===== config.mk =====
export PLATFORM = sky130hd
export DESIGN_NAME = sdram_cmd_monitor
export DESIGN_NICKNAME = d
export VERILOG_FILES = /design/src/rtl/sdram_cmd_monitor.sv
export SDC_FILE = /design/constraint.sdc
export NUM_CORES = 1
export LEC_CHECK = 0
export ABC_CLOCK_PERIOD_IN_PS = 2430
export CAP_MARGIN = 20
export CORE_ASPECT_RATIO = 0.5
export CORE_MARGIN = 4
export CORE_UTILIZATION = 56
export DETAILED_ROUTE_END_ITERATION = 8
export DONT_BUFFER_PORTS = 1
export GPL_TIMING_DRIVEN = 1
export PLACE_DENSITY = 0.74
export SYNTH_ARGS = -nofsm -noshare
export SYNTH_HDL_FRONTEND = slang
export SYNTH_SLANG_ARGS = --single-unit

===== constraint.sdc =====
create_clock -name clk -period 2.43 [get_ports clk]
set_input_delay 0.243 -clock clk [delete_from_list [all_inputs] [get_ports clk]]
set_output_delay 0.243 -clock clk [all_outputs]
set_load 0.01 [all_outputs]

===== src/rtl/sdram_cmd_monitor.sv =====
module sdram_cmd_monitor #(
  parameter int NB    = 4,
  parameter int T_RC  = 6,
  parameter int T_RP  = 3,
  parameter int T_MRD = 2,
  localparam int BW   = $clog2(NB),
  localparam int TMAX = (T_RC > T_RP) ? ((T_RC > T_MRD) ? T_RC : T_MRD)
                                      : ((T_RP > T_MRD) ? T_RP : T_MRD),
  localparam int CW   = $clog2(TMAX + 1)
) (
  input  logic          clk,
  input  logic          rst_n,
  input  logic          cs_n,
  input  logic          ras_n,
  input  logic          cas_n,
  input  logic          we_n,
  input  logic [BW-1:0] ba,
  input  logic          a10,
  output logic          viol,
  output logic [2:0]    viol_code,
  output logic          lock_busy,
  output logic [NB-1:0] bank_open
);
  logic [CW-1:0] lk;
  logic [CW-1:0] pc [NB];
  logic [NB-1:0] bank_pre;
  logic          burst_live;
  logic [BW-1:0] burst_ba;
  logic [2:0]    op, code_n;

  assign op        = {ras_n, cas_n, we_n};
  wire   is_nop    = cs_n | (op == 3'b111);
  assign lock_busy = (lk != '0);
  wire   all_idle  = (bank_open == '0) && (bank_pre == '0);
  wire   ok        = !is_nop && (code_n == 3'd0);

  always_comb begin
    code_n = 3'd0;
    if (!is_nop) begin
      if (lock_busy) code_n = 3'd1;
      else begin
        case (op)
          3'b011:         if (bank_open[ba] || bank_pre[ba]) code_n = 3'd2;
          3'b101, 3'b100: if (!bank_open[ba]) code_n = 3'd3;
          3'b110:         if (!burst_live) code_n = 3'd6;
          3'b010:         if (a10 ? (bank_pre != '0) : bank_pre[ba]) code_n = 3'd5;
          3'b001, 3'b000: if (!all_idle) code_n = 3'd4;
          default:        code_n = 3'd0;
        endcase
      end
    end
  end

  wire pre_hit_any = ok && (op == 3'b010);

  for (genvar b = 0; b < NB; b++) begin : g_bank
    wire act_me = ok && (op == 3'b011) && (ba == BW'(b));
    wire pre_me = pre_hit_any && (a10 || (ba == BW'(b)));
    assign bank_pre[b] = (pc[b] != '0);
    always_ff @(posedge clk or negedge rst_n) begin
      if (!rst_n) begin
        bank_open[b] <= 1'b0;
        pc[b]        <= '0;
      end else begin
        if (pre_me && !a10 && bank_open[b]) pc[b] <= CW'(T_RP - 1);
        else if (pc[b] != '0)               pc[b] <= pc[b] - 1'b1;
        if (act_me)      bank_open[b] <= 1'b1;
        else if (pre_me) bank_open[b] <= 1'b0;
      end
    end
  end

  always_ff @(posedge clk or negedge rst_n) begin
    if (!rst_n) begin
      lk         <= '0;
      burst_live <= 1'b0;
      burst_ba   <= '0;
      viol       <= 1'b0;
      viol_code  <= 3'd0;
    end else begin
      viol      <= (code_n != 3'd0);
      viol_code <= code_n;
      if (ok && op == 3'b001)              lk <= CW'(T_RC - 1);
      else if (ok && op == 3'b000)         lk <= CW'(T_MRD - 1);
      else if (ok && op == 3'b010 && a10)  lk <= CW'(T_RP - 1);
      else if (lk != '0)                   lk <= lk - 1'b1;
      if (ok && (op == 3'b101 || op == 3'b100)) begin
        burst_live <= 1'b1;
        burst_ba   <= ba;
      end else if (ok && op == 3'b110) begin
        burst_live <= 1'b0;
      end else if (pre_hit_any && (a10 || ba == burst_ba)) begin
        burst_live <= 1'b0;
      end
    end
  end
endmodule



==> results.toml, run 1 <==
[worst_setup_path]
r2r_end = "pc[9]"
path_cells = "inv_2, ha_4, nand2b_4, mux4_2, a311o_2, buf_4, nor3_4, buf_6, a31oi_1"
cp_slowest_stage_delay_ps = 500
critical_path_class = "reg -> reg"
critPathSlowestCell = "mux4_2"
crit_buf_inv = 3
regToRegStartpoint = "pc[10]"
arrival_ps = 2550
rr_worst_depth = 9
path_max_fanout = 5
reg2reg_slack_ps = 20
crit_cells = 9
worst_setup_path_end_kind = "flop"
start_kind = "flop"
path_delay_family = "multiplexers"
required_ps = 2570

[placed_design]
dpl.hpwl_um = 2720
gp_congestion = 0.793
pre_cts_ws_ps = -203
dp.cells = 209
io_buffer_count = 0

[clock_network]
cts_num_sinks = 26
clockRootBuffer = "clkbuf_8"
cts.htree.levels = 1
insertion_delay_ps = 280
cts_tree = "yes"
cts_buffer_depth = 2
clk_pin_slew_ps = 90
cts_buffers = 3

[route]
drtAntennaViolNets = 0
drt_wl_total_um = 4090
post-route-drc-count = 0
dr.pass1.iters = 4
wl_per_cell_um = 17.6
drt_iter0_markers = 62
via_count = 1392
routed_via_density = 6.00

[pwr]
clkPwrFrac_pct = 11.9
power_frac_comb_pct = 56.3
leakage_nw = 0.936
switchingPower_mw = 0.869
seq_power_share_pct = 31.8
ir_worst_vdd_mv = 0.685
power.density_nw_per_um2 = 1160
p_int_mw = 1.57
switching_share_pct = 35.6

[cells_and_area]
final_cell_mix = "buf_4, dfrtp_1, nor2_1"
antenna_cells = 0
final_util_pct = 78.6
fin_nets = 215
final_layout_size_suffix_gt1_share_pct = 40.0
areaGrowthSynthToFinish_pct = 29.0
final_common_cell = "buf_4"
layout.cells.non_filler = 232

[logic_synthesis]
synth_ff_type = "dfrtp_1"
synthArstFlopShare_pct = 100
ys.warnings.count = 0
syn-cell-area_um2 = 1640
avgSynthCellArea_um2 = 10.4
syn-num-nets = 177
synth_top_area_share_pct = 39.8
ys_top_cells_by_area = "dfrtp_1, ha_1, mux2_2"
ys_ff_latch = 26
syn_inst = 158
ys_seq_area_share_pct = 39.8
yosys.area.top_type = "dfrtp_1"
synth_edf_count = 0
ys_types = 48

[die]
die_y_um = 46.2
die_area_um2 = 3900
start_util_pct = 60.9
die_x_um = 84.4
rows = 13
pin_count = 18
core_area_um2 = 2680

[grt]
gr-usage-all-layers_pct = 22.7
grt_max_degree = 27
antenna_found_initial = 0
grt_pass1_wl_um = 6820
overflow = 0
grt_pass1_vias = 1453

[worst_hold_path]
worstHoldEndpoint = "pc[0]"
holdCritStartpoint = "ba[0]"
holdPathStages = 1
hold_class = "in -> reg"

[timing]
fin_crit_ps = 2410
hold_viol = 0
grt_setup_unrepaired = "true"
fin_crit_sh_pct = 99.0
finalClockSkew_ps = 3.08
max_slew_margin_pct = 69.2
finalWorstSetupSlack_ps = 24.0
setup_viol = 0
fmax_mhz = 416
worst_pin_slew_ps = 458
whs_ps = 69.5
final-max-slew-violation-count = 0
fin_tns_setup_ps = 0

[run_status]
status = "complete, no violations"

[flow_run]
drv_cap = 0
[what timing repair did]
| item | in CTS | in global routing |
|---|---|---|
| setup endpoints to repair | 16 | 12 |
| pin swaps | 7 | 6 |
| setup buffers | 8 | 9 |
| hold endpoints to repair | 26 | 0 |
| hold buffers | 2 | 0 |
| resized for setup | 23 | 4 |
[per-layer routing]
layer	up-vias	wire length (um)	global-route usage [%]
met5	-	0	0
met2	48	2100	44.5
li1	645	-	-
met4	0	97	7.57
met1	684	1670	25.5
met3	15	219	5.00
[worst register-to-register path: cells and delay by family, from the launching register on]
family	cells	cell delay (ps)
flops	1	420
buf+inv	3	420
compound gates	2	500
mux	1	500
fa+ha+maj	1	160
simple gates	2	280
[synthesized netlist by cell type (2+ instances only)]
| library cell | number |
|---|---|
| nand2b_4 | 4 |
| or3_1 | 2 |
| nor3_1 | 2 |
| o21ai_0 | 5 |
| ha_1 | 10 |
| mux2_2 | 6 |
| a31oi_1 | 5 |
| nand3b_1 | 2 |
| nand3_1 | 3 |
| dfrtp_1 | 26 |
| mux2_1 | 2 |
| a31o_1 | 2 |
| nand2b_1 | 3 |
| nor4_1 | 2 |
| xnor2_1 | 7 |
| inv_1 | 12 |
| a21oi_1 | 9 |
| nor2_1 | 16 |
| nor2b_1 | 3 |
| o31ai_1 | 4 |
| nand2_1 | 4 |
| clkbuf_1 | 3 |
[state kept, by name, summed over array words and instances, names as in the netlist]
register    cells
bank_open       4
viol_code       3
viol            1
burst_live      1
pc             12
burst_ba        2
lk              3
[final cells by class]
class | count | area [um^2]
fill | 166 | 574
timing repair buffer | 39 | 319
inverter | 12 | 45.0
clock buffer | 4 | 55.1
sequential | 26 | 651
tap | 37 | 46.3
multi-input combinational | 114 | 993
[cells by family after synthesis]
kind of cell | count (synthesis) | share of synthesized area, %
AND/OR/NAND/NOR | 48 | 20.3
AO/OA/AOI/OAI | 39 | 16.4
flip-flops | 26 | 39.8
buffers and inverters | 18 | 4.67
multiplexers | 10 | 7.50
adder cells (fa/ha/maj) | 10 | 7.65
XOR/XNOR | 7 | 3.75
[how the worst max path moves through the flow]
| stage | from | endpoint | slack [ps] |
|---|---|---|---|
| final | pc[10] | pc[9] | 20 |
| after global routing | pc[3] | pc[9] | -20 |
| after CTS | pc[10] | burst_ba[1] | -8 |
| after detailed placement | pc[7] | burst_ba[1] | -200 |
| after global placement | pc[10] | burst_ba[0] | -30 |
| after floorplan | pc[0] | burst_ba[0] | 9 |
[metrics by stage]
| stage | instance area [um^2] | power, mW |
|---|---|---|
| 5_1_grt | 2110 | 2.60 |
| 4_1_cts | 2030 | 2.30 |
| 3_3_place_gp | 1800 | 1.75 |
| 6_report | 2110 | 2.44 |
| 3_5_place_dp | 1800 | 1.82 |
| 2_1_floorplan | 1640 | 1.44 |
[power groups by stage]
stage / logic [mW] / clock network [mW] / registers, mW
finish: 1.37 / 0.291 / 0.774
floorplan: 0.727 / 0 / 0.717
detailed placement: 1.06 / 0 / 0.754
global placement: 1.01 / 0 / 0.739
global route: 1.50 / 0.308 / 0.797
CTS: 1.25 / 0.291 / 0.767
Note: power is estimated with default switching activity, not from simulation.
==> run 2, diff against run 1 <==
--- a/config.mk
+++ b/config.mk
@@ -8,12 +8,14 @@
 export ABC_CLOCK_PERIOD_IN_PS = 2430
 export CAP_MARGIN = 20
 export CORE_ASPECT_RATIO = 0.5
-export CORE_MARGIN = 4
+export CORE_MARGIN = 3
 export CORE_UTILIZATION = 56
 export DETAILED_ROUTE_END_ITERATION = 8
 export DONT_BUFFER_PORTS = 1
 export GPL_TIMING_DRIVEN = 1
+export MAX_ROUTING_LAYER = met4
 export PLACE_DENSITY = 0.74
+export SETUP_SLACK_MARGIN = 0.2
 export SYNTH_ARGS = -nofsm -noshare
 export SYNTH_HDL_FRONTEND = slang
 export SYNTH_SLANG_ARGS = --single-unit
==> results.toml, run 2 (synthesized netlist as in run 1, its figures left out) <==
[worst_setup_path]
path_cells = "inv_2, ha_4, nand2b_4, mux4_2, a311o_2, buf_4, o21a_1, or3_1"
path_max_fanout = 3
required_ps = 2600
arrival_ps = 2650
worst_setup_path_end_kind = "flop"
critPathSlowestCell = "mux4_2"
start_kind = "flop"
path_delay_family = "compound AO/OA/AOI/OAI gates"
cp_slowest_stage_delay_ps = 500
crit_buf_inv = 2
reg2reg_slack_ps = -40
critical_path_class = "reg -> reg"

[route]
met3_length_um = 360
dr.pass1.iters = 4
post-route-drc-count = 0
wl_per_cell_um = 20.1
routed_via_density = 6.17
m1WireLength_um = 1940
drt_iter0_markers = 137
drt_wl_total_um = 4630
drtAntennaViolNets = 0
dr.max_layer_used = "met4"
via_count = 1418
wl_met2_um = 2180

[pwr]
switchingPower_mw = 0.963
leakage_nw = 0.949
p_int_mw = 1.68
total_power_mw = 2.65
ir_worst_vdd_mv = 0.623
seq_power_share_pct = 29.5
clkPwrFrac_pct = 14.1
power.density_nw_per_um2 = 1180
switching_share_pct = 36.4
power_frac_comb_pct = 56.4

[flow_run]
drv_cap = 0

[cells_and_area]
regArea_um2 = 651
layout.cells.non_filler = 230
n_fill_cell = 134
final_util_pct = 83.5
largest_register_ffs = 12
areaGrowthSynthToFinish_pct = 37.1
final_layout_size_suffix_gt1_share_pct = 45.1
top_regs = "pc (12), bank_open (4)"
final_area_um2 = 2240
final_cell_mix = "buf_4, dfrtp_1, nor2_1"
fin_nets = 213
top_register = "pc"
antenna_cells = 0
final_common_cell = "buf_4"
multiInputGateArea_um2 = 1110

[timing]
fin_crit_ps = 2470
worst_pin_slew_ps = 541
whs_ps = 94.0
finalWorstSetupSlack_ps = -42.1
finalClockSkew_ps = 9.90
fin_tns_setup_ps = -174
setup_viol = 8
fin_crit_sh_pct = 102
fmax_mhz = 405
final-max-slew-violation-count = 0
grt_setup_unrepaired = "true"
hold_viol = 0
max_slew_margin_pct = 63.9

[clock_network]
cts_buffer_depth = 2
cts_num_sinks = 26
insertion_delay_ps = 280
clk_pin_slew_ps = 100
cts_tree = "yes"
cts.htree.levels = 1
clockRootBuffer = "clkbuf_8"
cts_buffers = 3

[run_status]
status = "finished with violations"
violations = "negative setup slack"

[grt]
antenna_found_initial = 0
overflow = 0
grt_pass1_wl_um = 6890
grt_max_degree = 27
grt_pass1_vias = 1400
gr-usage-all-layers_pct = 26.2

[die]
pin_count = 18
die_area_um2 = 3640
die_x_um = 82.4
start_util_pct = 60.9
core_area_um2 = 2680
rows = 13
die_y_um = 44.2

[placed_design]
gp_congestion = 0.858
io_buffer_count = 0
dpl.hpwl_um = 2500
placed_cell_area_um2 = 1770
dp.cells = 197
pre_cts_ws_ps = 6.10

[worst_hold_path]
hold_class = "in -> reg"
==> run 2: worst reg2reg max path, stage by stage (launching register included) <==
cell and delay, ps:
dfrtp_1 430, inv_2 100, ha_4 140, nand2b_4 60, mux4_2 500, a311o_2 470
buf_4 160, o21a_1 190, or3_1 300
==> run 2: power by group through the flow <==
stage,Combinational (mW),Sequential [mW],Clock (mW)
4_1_cts,1.27,0.756,0.370
6_report,1.49,0.780,0.374
3_5_place_dp,0.985,0.765,0
5_1_grt,1.60,0.802,0.397
3_3_place_gp,0.933,0.757,0
2_1_floorplan,0.809,0.733,0
==> run 2: final timing paths <==
check,cells after the start,startpoint,end
setup / recovery,8,pc[4],viol
hold / removal,1,ba[1],pc[0]
setup reg to reg,8,pc[4],viol
hold reg to reg,1,burst_ba[1],burst_ba[1]
max in group asynchronous,2,rst_n,pc[7]
min in group asynchronous,2,rst_n,pc[4]
==> run 2: final cells by class <==
type,instances,area share (%)
clock buffers,3,1.84
flip-flops and latches,26,29.0
well taps,37,2.06
inverters,12,2.01
repair buffers,37,14.1
multi-input cells,114,49.6
clock inverters,1,1.34
==> run 2: metal layers <==
| layer | GRT usage, % | vias up |
|---|---|---|
| met1 | 31.3 | 676 |
| met4 | 5.30 | 0 |
| li1 | - | 643 |
| met5 | - | - |
| met3 | 7.11 | 27 |
| met2 | 44.9 | 72 |
==> run 2: timing repair <==
action / CTS / global route
cloned: 0 / 0
endpoints found under the setup margin: 18 / 19
endpoints found under the hold margin: 26 / 0
resized for setup: 21 / 10
hold buffers: 2 / 0
pin swaps: 22 / 3
buffers inserted: 21 / 6
==> run 3, diff against run 2 <==
--- a/config.mk
+++ b/config.mk
@@ -9,12 +9,11 @@
 export CAP_MARGIN = 20
 export CORE_ASPECT_RATIO = 0.5
 export CORE_MARGIN = 3
-export CORE_UTILIZATION = 56
+export CORE_UTILIZATION = 30
 export DETAILED_ROUTE_END_ITERATION = 8
 export DONT_BUFFER_PORTS = 1
 export GPL_TIMING_DRIVEN = 1
 export MAX_ROUTING_LAYER = met4
-export PLACE_DENSITY = 0.74
 export SETUP_SLACK_MARGIN = 0.2
 export SYNTH_ARGS = -nofsm -noshare
 export SYNTH_HDL_FRONTEND = slang
==> results.toml, run 3 (synthesized netlist as in run 1, its figures left out) <==
[worst_setup_path]
critical_path_class = "reg -> reg"
path_max_fanout = 4
crit_buf_inv = 1
worst_setup_path_end_kind = "flop"
r2r_end = "burst_ba[1]"
critPathSlowestCell = "mux4_2"
path_delay_family = "multiplexers"
rr_worst_depth = 7
arrival_ps = 2550
required_ps = 2590
regToRegStartpoint = "pc[0]"
reg2reg_slack_ps = 40
cp_slowest_stage_delay_ps = 520
cp-startpoint = "pc[0]"
path_cells = "inv_2, ha_4, nand2b_4, mux4_2, a311o_2, nor4_4, mux2_4"
start_kind = "flop"

[pwr]
switching_share_pct = 35.1
ir_worst_vdd_mv = 0.352
seq_power_share_pct = 35.5
power.density_nw_per_um2 = 1050
power_frac_comb_pct = 51.1
clkPwrFrac_pct = 13.4
p_int_mw = 1.39
leakage_nw = 0.847
switchingPower_mw = 0.751

[timing]
finalWorstSetupSlack_ps = 43.7
max_slew_margin_pct = 72.0
fin_crit_ps = 2390
fin_crit_sh_pct = 98.2
whs_ps = 77.0
grt_setup_unrepaired = "true"
hold_viol = 0
setup_viol = 0
worst_pin_slew_ps = 417
fin_tns_setup_ps = 0
finalClockSkew_ps = 3.82
final-max-slew-violation-count = 0
fmax_mhz = 419

[worst_hold_path]
hold_class = "in -> reg"
holdCritStartpoint = "ba[0]"
holdPathStages = 1
worstHoldEndpoint = "pc[0]"

[cells_and_area]
fin_nets = 195
final_common_cell = "dfrtp_1"
final_area_um2 = 2030
final_layout_size_suffix_gt1_share_pct = 37.1
final_cell_mix = "dfrtp_1, nor2_1, buf_4"
antenna_cells = 0
areaGrowthSynthToFinish_pct = 24.3
n_fill_cell = 516
largest_register_ffs = 12
top_register = "pc"
top_regs = "pc (12), bank_open (4)"

[route]
drtAntennaViolNets = 0
dr.pass1.iters = 4
post-route-drc-count = 0
drt_wl_total_um = 3580
wl_per_cell_um = 14.6
via_count = 1248
drt_iter0_markers = 71
routed_via_density = 5.09

[grt]
grt_max_degree = 27
grt_pass1_wl_um = 5810
antenna_found_initial = 0
grt_pass1_vias = 1224
gr-usage-all-layers_pct = 11.5
overflow = 0

[die]
die_y_um = 58.2
rows = 18
start_util_pct = 32.1
die_x_um = 110
die_area_um2 = 6430
core_area_um2 = 5090
pin_count = 18

[placed_design]
pre_cts_ws_ps = -29.3
gp_congestion = 0.766
placed_cell_area_um2 = 1820
io_buffer_count = 0
dpl.hpwl_um = 2620

[clock_network]
cts_num_sinks = 26
cts.htree.levels = 1
clockRootBuffer = "clkbuf_8"
cts_buffer_depth = 2
insertion_delay_ps = 270
clk_pin_slew_ps = 90
cts_buffers = 3
cts_tree = "yes"

[run_status]
status = "complete, no violations"

[flow_run]
drv_cap = 0
-- run 3: final cells by class --
| class | count | area (um^2) | share of cell area, % |
|---|---|---|---|
| flip-flops and latches | 26 | 651 | 32.0 |
| clock buffers | 4 | 55.1 | 2.71 |
| well taps | 70 | 87.6 | 4.31 |
| repair buffers | 19 | 165 | 8.12 |
| inverters | 12 | 45.0 | 2.22 |
| multi-input cells | 114 | 1030 | 50.6 |
-- run 3: metrics by stage --
stage	cells	power, mW	utilization (%)
2_1_floorplan	158	1.54	-
3_3_place_gp	232	1.68	35.8
3_5_place_dp	232	1.73	35.8
4_1_cts	244	2.13	39.2
5_1_grt	245	2.32	39.9
6_report	245	2.14	39.9
-- run 3: how the worst max path moves through the flow --
stage	end	slack [ps]	cells past startpoint
after floorplan	burst_ba[0]	100	8
after global placement	burst_ba[0]	40	7
after detailed placement	burst_ba[1]	-30	7
after CTS	burst_ba[1]	60	7
after global routing	burst_ba[1]	-20	7
final	burst_ba[1]	40	7
-- run 3: routing by layer --
metal / track usage (%) / part of all wire [%] / up-vias
met1: 14.1 / 48 / 620
met3: 3.13 / 4.1 / 4
met5: - / 0 / -
li1: - / - / 605
met4: 2.81 / 1.1 / 0
met2: 19.2 / 47 / 19
-- run 3: power by group through the flow --
stage | clock, mW | combinational, mW | sequential, mW
final | 0.287 | 1.09 | 0.760
after global routing | 0.312 | 1.22 | 0.785
after CTS | 0.295 | 1.07 | 0.758
after detailed placement | 0 | 0.966 | 0.764
after global placement | 0 | 0.921 | 0.758
after floorplan | 0 | 0.809 | 0.733
-- run 3: what timing repair did --
action                                 CTS  global route
setup endpoints to repair               18            19
buffers inserted                         6             1
resized for setup                       13             7
pin swaps                                9             1
endpoints found under the hold margin   26             0
hold buffers                             2             0
